**src/rtl/dma_chain_pkg.sv**
```systemverilog
package dma_chain_pkg;

  // Words per transfer control block and the width of a word counter.
  localparam int unsigned TCB_WORDS = 4;
  localparam int unsigned TCB_IDX_W = $clog2(TCB_WORDS);

  // Word position inside a TCB; also the direct parameter select code.
  typedef enum logic [TCB_IDX_W-1:0] {
    SEL_NEXT  = 2'd0,
    SEL_COUNT = 2'd1,
    SEL_MOD   = 2'd2,
    SEL_INDEX = 2'd3
  } word_sel_e;

  // Control register bit positions.
  localparam int unsigned CTL_DMA_BIT   = 0;
  localparam int unsigned CTL_CHAIN_BIT = 1;

  typedef enum logic [1:0] {
    ST_IDLE,
    ST_FETCH,
    ST_MOVE,
    ST_LINK
  } state_e;

endpackage

```
**src/rtl/dma_tcb_fetch.sv**
```systemverilog
module dma_tcb_fetch
  import dma_chain_pkg::*;
#(
  parameter int unsigned AW = 16
) (
  input  logic          clk,
  input  logic          rst_n,
  input  logic          start,
  input  logic [AW-1:0] base,
  output logic          mem_rd_en,
  output logic [AW-1:0] mem_rd_addr,
  input  logic [AW-1:0] mem_rd_data,
  output logic          ld_valid,
  output word_sel_e     ld_sel,
  output logic [AW-1:0] ld_data,
  output logic          fetch_done
);

  localparam logic [TCB_IDX_W-1:0] LAST_IDX = TCB_IDX_W'(TCB_WORDS - 1);

  logic                 issuing_q, issuing_d;
  logic [TCB_IDX_W-1:0] iss_cnt_q, iss_cnt_d;
  logic [AW-1:0]        addr_q, addr_d;
  logic                 ret_valid_q;
  logic [TCB_IDX_W-1:0] ret_idx_q;
  logic                 iss_en;

  // Issue side: one address per cycle, four in a row, never interrupted.
  always_comb begin
    issuing_d = issuing_q;
    iss_cnt_d = iss_cnt_q;
    addr_d    = addr_q;
    iss_en    = start || issuing_q;
    if (start) begin
      issuing_d = 1'b1;
      iss_cnt_d = '0;
      addr_d    = base;
    end else if (issuing_q) begin
      addr_d    = addr_q + AW'(1);
      iss_cnt_d = iss_cnt_q + TCB_IDX_W'(1);
      if (iss_cnt_q == LAST_IDX) begin
        issuing_d = 1'b0;
      end
    end
  end

  always_ff @(posedge clk or negedge rst_n) begin
    if (!rst_n) begin
      issuing_q   <= 1'b0;
      iss_cnt_q   <= '0;
      addr_q      <= '0;
      ret_valid_q <= 1'b0;
      ret_idx_q   <= '0;
    end else begin
      ret_valid_q <= issuing_q;
      ret_idx_q   <= iss_cnt_q;
      if (iss_en) begin
        issuing_q <= issuing_d;
        iss_cnt_q <= iss_cnt_d;
        addr_q    <= addr_d;
      end
    end
  end

  assign mem_rd_en   = issuing_q;
  assign mem_rd_addr = addr_q;

  // Return side: data arrives one cycle after its address.
  assign ld_valid   = ret_valid_q;
  assign ld_sel     = word_sel_e'(ret_idx_q);
  assign ld_data    = mem_rd_data;
  assign fetch_done = ret_valid_q && (ret_idx_q == LAST_IDX);

endmodule

```
**src/rtl/dma_xfer_regs.sv**
```systemverilog
module dma_xfer_regs
  import dma_chain_pkg::*;
#(
  parameter int unsigned AW = 16,
  parameter int unsigned CW = 16
) (
  input  logic          clk,
  input  logic          rst_n,
  input  logic          wr_en,
  input  word_sel_e     wr_sel,
  input  logic [AW-1:0] wr_data,
  input  logic          step,
  output logic [AW-1:0] idx_q,
  output logic [AW-1:0] mod_q,
  output logic [CW-1:0] cnt_q,
  output logic          last_word
);

  logic          idx_en, mod_en, cnt_en;
  logic [AW-1:0] idx_d;
  logic [CW-1:0] cnt_d;

  always_comb begin
    idx_en = step || (wr_en && wr_sel == SEL_INDEX);
    mod_en = wr_en && wr_sel == SEL_MOD;
    cnt_en = step || (wr_en && wr_sel == SEL_COUNT);
    idx_d  = (wr_en && wr_sel == SEL_INDEX) ? wr_data : idx_q + mod_q;
    cnt_d  = (wr_en && wr_sel == SEL_COUNT) ? wr_data[CW-1:0] : cnt_q - CW'(1);
  end

  always_ff @(posedge clk or negedge rst_n) begin
    if (!rst_n) begin
      idx_q <= '0;
      mod_q <= '0;
      cnt_q <= '0;
    end else begin
      if (idx_en) idx_q <= idx_d;
      if (mod_en) mod_q <= wr_data;
      if (cnt_en) cnt_q <= cnt_d;
    end
  end

  assign last_word = (cnt_q == CW'(1));

endmodule

```
**src/rtl/dma_chain_ctrl.sv**
```systemverilog
module dma_chain_ctrl
  import dma_chain_pkg::*;
#(
  parameter int unsigned AW = 16,
  parameter int unsigned CW = 16
) (
  input  logic          clk,
  input  logic          rst_n,
  input  logic          spi_mode,
  input  logic          port_en,
  input  logic          ctl_we,
  input  logic [1:0]    ctl_wdata,
  input  logic          cp_we,
  input  logic [AW-1:0] cp_wdata,
  input  logic          par_we,
  input  logic [1:0]    par_sel,
  input  logic [AW-1:0] par_wdata,
  output logic          mem_rd_en,
  output logic [AW-1:0] mem_rd_addr,
  input  logic [AW-1:0] mem_rd_data,
  output logic          xfer_valid,
  input  logic          xfer_ready,
  output logic [AW-1:0] xfer_addr,
  output logic          done
);

  localparam logic [AW-1:0] NULL_PTR = '0;
  localparam int unsigned   INIT_W   = TCB_WORDS - 1;

  state_e            state_q, state_d;
  logic              dma_en_q, chain_en_q;
  logic [AW-1:0]     cp_q, cp_d;
  logic              cp_en;
  logic [INIT_W-1:0] init_q, init_d, init_set;
  logic              init_en;

  logic              idle, chain_ok, start_ser, start_spi, sw_par_we, accept;
  logic              fetch_start;
  logic [AW-1:0]     fetch_base;
  logic              ld_valid, fetch_done;
  word_sel_e         ld_sel;
  logic [AW-1:0]     ld_data;
  logic              wr_en;
  word_sel_e         wr_sel;
  logic [AW-1:0]     wr_data;
  logic [AW-1:0]     idx_q, mod_q;
  logic [CW-1:0]     cnt_q;
  logic              last_word;

  dma_tcb_fetch #(.AW(AW)) u_fetch (
    .clk         (clk),
    .rst_n       (rst_n),
    .start       (fetch_start),
    .base        (fetch_base),
    .mem_rd_en   (mem_rd_en),
    .mem_rd_addr (mem_rd_addr),
    .mem_rd_data (mem_rd_data),
    .ld_valid    (ld_valid),
    .ld_sel      (ld_sel),
    .ld_data     (ld_data),
    .fetch_done  (fetch_done)
  );

  dma_xfer_regs #(.AW(AW), .CW(CW)) u_regs (
    .clk       (clk),
    .rst_n     (rst_n),
    .wr_en     (wr_en),
    .wr_sel    (wr_sel),
    .wr_data   (wr_data),
    .step      (accept),
    .idx_q     (idx_q),
    .mod_q     (mod_q),
    .cnt_q     (cnt_q),
    .last_word (last_word)
  );

  // Start qualification and register write steering.
  always_comb begin
    idle      = (state_q == ST_IDLE);
    chain_ok  = dma_en_q && chain_en_q;
    start_ser = idle && cp_we && !spi_mode && chain_ok && (cp_wdata != NULL_PTR);
    start_spi = idle && cp_we && spi_mode && chain_ok && port_en && (&init_q);
    sw_par_we = idle && par_we && (word_sel_e'(par_sel) != SEL_NEXT);

    // Fetched words win; software writes are only taken while idle.
    wr_en   = ld_valid ? (ld_sel != SEL_NEXT) : sw_par_we;
    wr_sel  = ld_valid ? ld_sel : word_sel_e'(par_sel);
    wr_data = ld_valid ? ld_data : par_wdata;

    cp_en = (idle && cp_we) || (ld_valid && ld_sel == SEL_NEXT);
    cp_d  = ld_valid ? ld_data : cp_wdata;

    init_set = '0;
    if (sw_par_we) begin
      init_set[par_sel - 2'd1] = 1'b1;
    end
    init_en = sw_par_we || start_spi;
    init_d  = start_spi ? '0 : (init_q | init_set);
  end

  assign xfer_valid = (state_q == ST_MOVE) && dma_en_q;
  assign xfer_addr  = idx_q;
  assign accept     = xfer_valid && xfer_ready;
  assign done       = (state_q == ST_LINK) && dma_en_q && (cp_q == NULL_PTR);

  // Next-state logic.
  always_comb begin
    state_d     = state_q;
    fetch_start = 1'b0;
    fetch_base  = cp_q;
    unique case (state_q)
      ST_IDLE: begin
        if (start_ser) begin
          state_d     = ST_FETCH;
          fetch_start = 1'b1;
          fetch_base  = cp_wdata;
        end else if (start_spi) begin
          state_d = (cnt_q == '0) ? ST_LINK : ST_MOVE;
        end
      end
      ST_FETCH: begin
        // Count was loaded two words earlier, so it is already valid here.
        if (fetch_done) begin
          if (!dma_en_q)          state_d = ST_IDLE;
          else if (cnt_q == '0)   state_d = ST_LINK;
          else                    state_d = ST_MOVE;
        end
      end
      ST_MOVE: begin
        if (!dma_en_q)                  state_d = ST_IDLE;
        else if (accept && last_word)   state_d = ST_LINK;
      end
      ST_LINK: begin
        if (!dma_en_q) begin
          state_d = ST_IDLE;
        end else if (cp_q != NULL_PTR) begin
          state_d     = ST_FETCH;
          fetch_start = 1'b1;
        end else begin
          state_d = ST_IDLE;
        end
      end
      default: state_d = ST_IDLE;
    endcase
  end

  always_ff @(posedge clk or negedge rst_n) begin
    if (!rst_n) begin
      state_q    <= ST_IDLE;
      dma_en_q   <= 1'b0;
      chain_en_q <= 1'b0;
      cp_q       <= '0;
      init_q     <= '0;
    end else begin
      state_q <= state_d;
      if (ctl_we) begin
        dma_en_q   <= ctl_wdata[CTL_DMA_BIT];
        chain_en_q <= ctl_wdata[CTL_CHAIN_BIT];
      end
      if (cp_en)   cp_q   <= cp_d;
      if (init_en) init_q <= init_d;
    end
  end

endmodule

```
**config.mk**
```make
export PLATFORM = sky130hd
export DESIGN_NAME = dma_chain_ctrl
export DESIGN_NICKNAME = d
export VERILOG_FILES = /design/src/rtl/dma_chain_pkg.sv /design/src/rtl/dma_tcb_fetch.sv /design/src/rtl/dma_xfer_regs.sv /design/src/rtl/dma_chain_ctrl.sv
export SDC_FILE = /design/constraint.sdc
export NUM_CORES = 1
export LEC_CHECK = 0
export ABC_AREA = 1
export BUFFER_PORTS_ARGS = -buffer_cell sky130_fd_sc_hd__buf_2
export CAP_MARGIN = 15
export CORE_MARGIN = 2
export CORE_UTILIZATION = 50
export CTS_CLUSTER_DIAMETER = 150
export CTS_CLUSTER_SIZE = 24
export DETAILED_ROUTE_END_ITERATION = 10
export PLACE_DENSITY = 0.71
export SYNTH_ARGS = -nofsm -noshare
export SYNTH_HDL_FRONTEND = slang
export SYNTH_HIERARCHICAL = 1
export SYNTH_SLANG_ARGS = --single-unit
```
**constraint.sdc**
```tcl
create_clock -name clk -period 2.9 [get_ports clk]
set_input_delay 0.29 -clock clk [delete_from_list [all_inputs] [get_ports clk]]
set_output_delay 0.29 -clock clk [all_outputs]
set_load 0.1 [all_outputs]
```
==> impl_metrics.yaml <==
floorplan:
  ioPinCount: 95
  initial_utilization: 0.512
  die_x_um: 118
  core_mm2: 0.0126
  die_height_um: 118
  placementRows: 41
  die-area_mm2: 0.0139
cells_and_area:
  diodes: 0
  area_growth_pct: 12.5
  fin_nets: 1092
  final_layout_size_suffix_gt1_frac: 0.152
  final-instance-count-excl-fill: 1184
  layout_common_cells: "nand2_1, inv_1, dfrtp_1, buf_2, nor2_1"
  final_common_cell: "nand2_1"
clocking:
  clock_latency_ns: 0.35
  cts_buffers: 9
  cts_setup_buffers: 0
  clkTransAtPathRegs_ns: 0.07
  clock-root-buffer: "clkbuf_16"
  cts_max_path_buffers: 2
  hold_buffers: 0
  htree_levels: 3
  cts.sinks: 93
  post_cts_resized: 0
  cts_tree: "built"
sta:
  fmax_ghz: 0.431
  rsz0062_at_grt: "false"
  fin_crit_ns: 2.32
  min_period_over_period: 0.801
  slew_violations: 0
  hold_viol: 0
  setup_viol: 0
  slew-limit-headroom: 0.482
  skew_ns: 0.0100
  tns_ns: 0
  tightestPinTransition_ns: 0.778
detailed_routing:
  drt_iter0_markers: 376
  num_vias: 6122
  wl_per_cell_um: 14.5
  drt-pass1-iter-count: 6
  ant_nets: 0
  drc: 0
  viasPerCell: 5.17
  wl_um: 17200
setup_path:
  crit_path_end: "u_fetch/iss_cnt_q[1]"
  path_class: "flop to flop"
  critPathLaunch: "state_q[0]"
  required_ns: 3.14
  path_cells: "inv_1 -> ha_1 -> nand2_1 -> nor3_4 -> nand2_4 -> a21oi_2 -> inv_2 -> nand2_2 -> inv_1 -> a22o_1"
  slowest_delay_ns: 0.41
  crit_slowest_cell: "dfrtp_1"
  cp_max_fo: 26
  reg2reg_depth: 10
  crit_path_start_kind: "flop"
  worst_ep_arrival_time_ns: 2.57
  rr_startpoint: "state_q[0]"
  path_common_cell: "inv_1"
  endpoint_kind: "flop"
  rrSetupSlack_ns: 0.58
  r2r-end: "u_fetch/iss_cnt_q[1]"
pwr:
  ir_drop_uv: 954
  p_per_area_mw_per_mm2: 1290
  power.leakage_nw: 3.91
logic_synthesis:
  yosys-top-cells-area: "dfrtp_1, nand2_1, inv_1"
  yosys.cell_types.count: 41
  synth_seq_cells: 93
  synth_edf_count: 0
  yosysWarnings: 6
  netlist.area_leader.share: 0.360
  avgSynthCellArea_um2: 6.93
  yosysSeqAreaShare: 0.360
  synth_largest_area_cell: "dfrtp_1"
  syn-cell-area_mm2: 0.00646
  synthCells: 933
  async_flop_share: 1.00
  synth_nets: 1018
  synthFlopType: "dfrtp_1"
global_routing:
  grt_pass1_vias: 5731
  antenna_found_initial: 0
  grt_max_degree: 58
  grtUsageTotal: 0.254
  grt_pass1_wl_um: 28200
  grt.overflow.total: 0
placed_design:
  place_inst: 1168
  io_buffers: 94
  dp_hpwl_um: 13200
  place.gp.congestion: 0.909
job:
  cap_viol_max_count: 0
hold_path:
  hp-class: "primary input to async pin"
outcome:
  outcome: "finished, final reports clean"
## sequential cells by signal (all words and copies together), names as in the netlist
signal / cells
u_regs/idx_q: 16
u_fetch/iss_cnt_q: 2
dma_en_q: 1
chain_en_q: 1
u_regs/mod_q: 16
u_fetch/mem_rd_en: 1
cp_q: 16
state_q: 2
u_fetch/mem_rd_addr: 16
u_regs/cnt_q: 16
u_fetch/ld_sel: 2
init_q: 3
u_fetch/ld_valid: 1
## logic make-up (layout without fill, tap and decap cells)
kind of cell	count (synthesis)	count (layout)	synth area share
AND/OR/NAND/NOR	497	497	0.326
flip-flops	93	93	0.360
XOR/XNOR	18	18	0.0244
AO/OA/AOI/OAI	134	134	0.125
multiplexers	2	2	0.00348
adder cells (fa/ha/maj)	25	25	0.0495
buffers and inverters	164	243	0.111
## worst min path at each step
stage               start  cells past startpoint                endpoint
floorplan           rst_n                      0              chain_en_q
global placement    rst_n                      1  u_fetch/mem_rd_addr[2]
detailed placement  rst_n                      1                 cp_q[1]
CTS                 rst_n                      1                 cp_q[1]
global route        rst_n                      1                 cp_q[0]
finish              rst_n                      1                 cp_q[1]
## power breakdown
part	switching, W	leakage, nW	internal [W]	total [W]
registers	0.000617	1.14	0.00191	0.00253
logic	0.00409	2.62	0.00156	0.00565
clock network	0.000495	0.143	0.000689	0.00118
total	0.00520	3.91	0.00416	0.00936
## worst max-delay path: cells and delay by family (launching register included)
| kind | cells | cell delay, ns |
|---|---|---|
| AOI/OAI and AO/OA | 2 | 0.49 |
| adders and majority gates | 1 | 0.22 |
| buffers and inverters | 3 | 0.40 |
| DFF | 1 | 0.41 |
| and+or+nand+nor | 4 | 0.68 |
## metrics by stage
| stage | util | hold WS, ns | instance area (um^2) | power (W) | setup WS [ns] |
|---|---|---|---|---|---|
| 2_1_floorplan | - | -0.00559 | 6460 | 0.00697 | 0.673 |
| 6_report | 0.577 | 0.0138 | 7280 | 0.00936 | 0.577 |
| 3_3_place_gp | 0.553 | 0.415 | 6980 | 0.00807 | 0.680 |
| 3_5_place_dp | 0.553 | 0.420 | 6980 | 0.00813 | 0.628 |
| 5_1_grt | 0.577 | 0.0843 | 7280 | 0.0101 | 0.359 |
| 4_1_cts | 0.577 | 0.0473 | 7280 | 0.00935 | 0.604 |
## area by class of cell
class,count,area [um^2]
clock buffers,12,246
clock inverters,4,47.5
fillers,1302,5340
inverters,124,465
multi-input cells,676,3420
flip-flops and latches,93,2330
well taps,172,215
repair buffers,103,553
## per-layer routing
layer | routed length, um | up-vias | share of wire | global-route usage
met5 | 0 | - | 0 | 0
met4 | 460 | 0 | 0.027 | 0.102
met3 | 751 | 31 | 0.044 | 0.0349
met2 | 7910 | 181 | 0.46 | 0.415
met1 | 8070 | 2792 | 0.47 | 0.343
li1 | - | 3118 | - | -
## cells in the mapped netlist, types with 7 or more instances
master	count
dfrtp_1	93
o211ai_1	9
o21ai_0	49
nand4_1	7
buf_2	9
nor2_1	77
o21ai_1	14
inv_1	115
ha_1	24
buf_4	22
a22oi_1	13
a31oi_1	11
xnor2_1	10
xor2_1	8
inv_2	9
nand2_1	319
o221ai_1	7
a21oi_1	12
nand3_1	60
clkbuf_1	8
(Power assumes the default switching activity.)
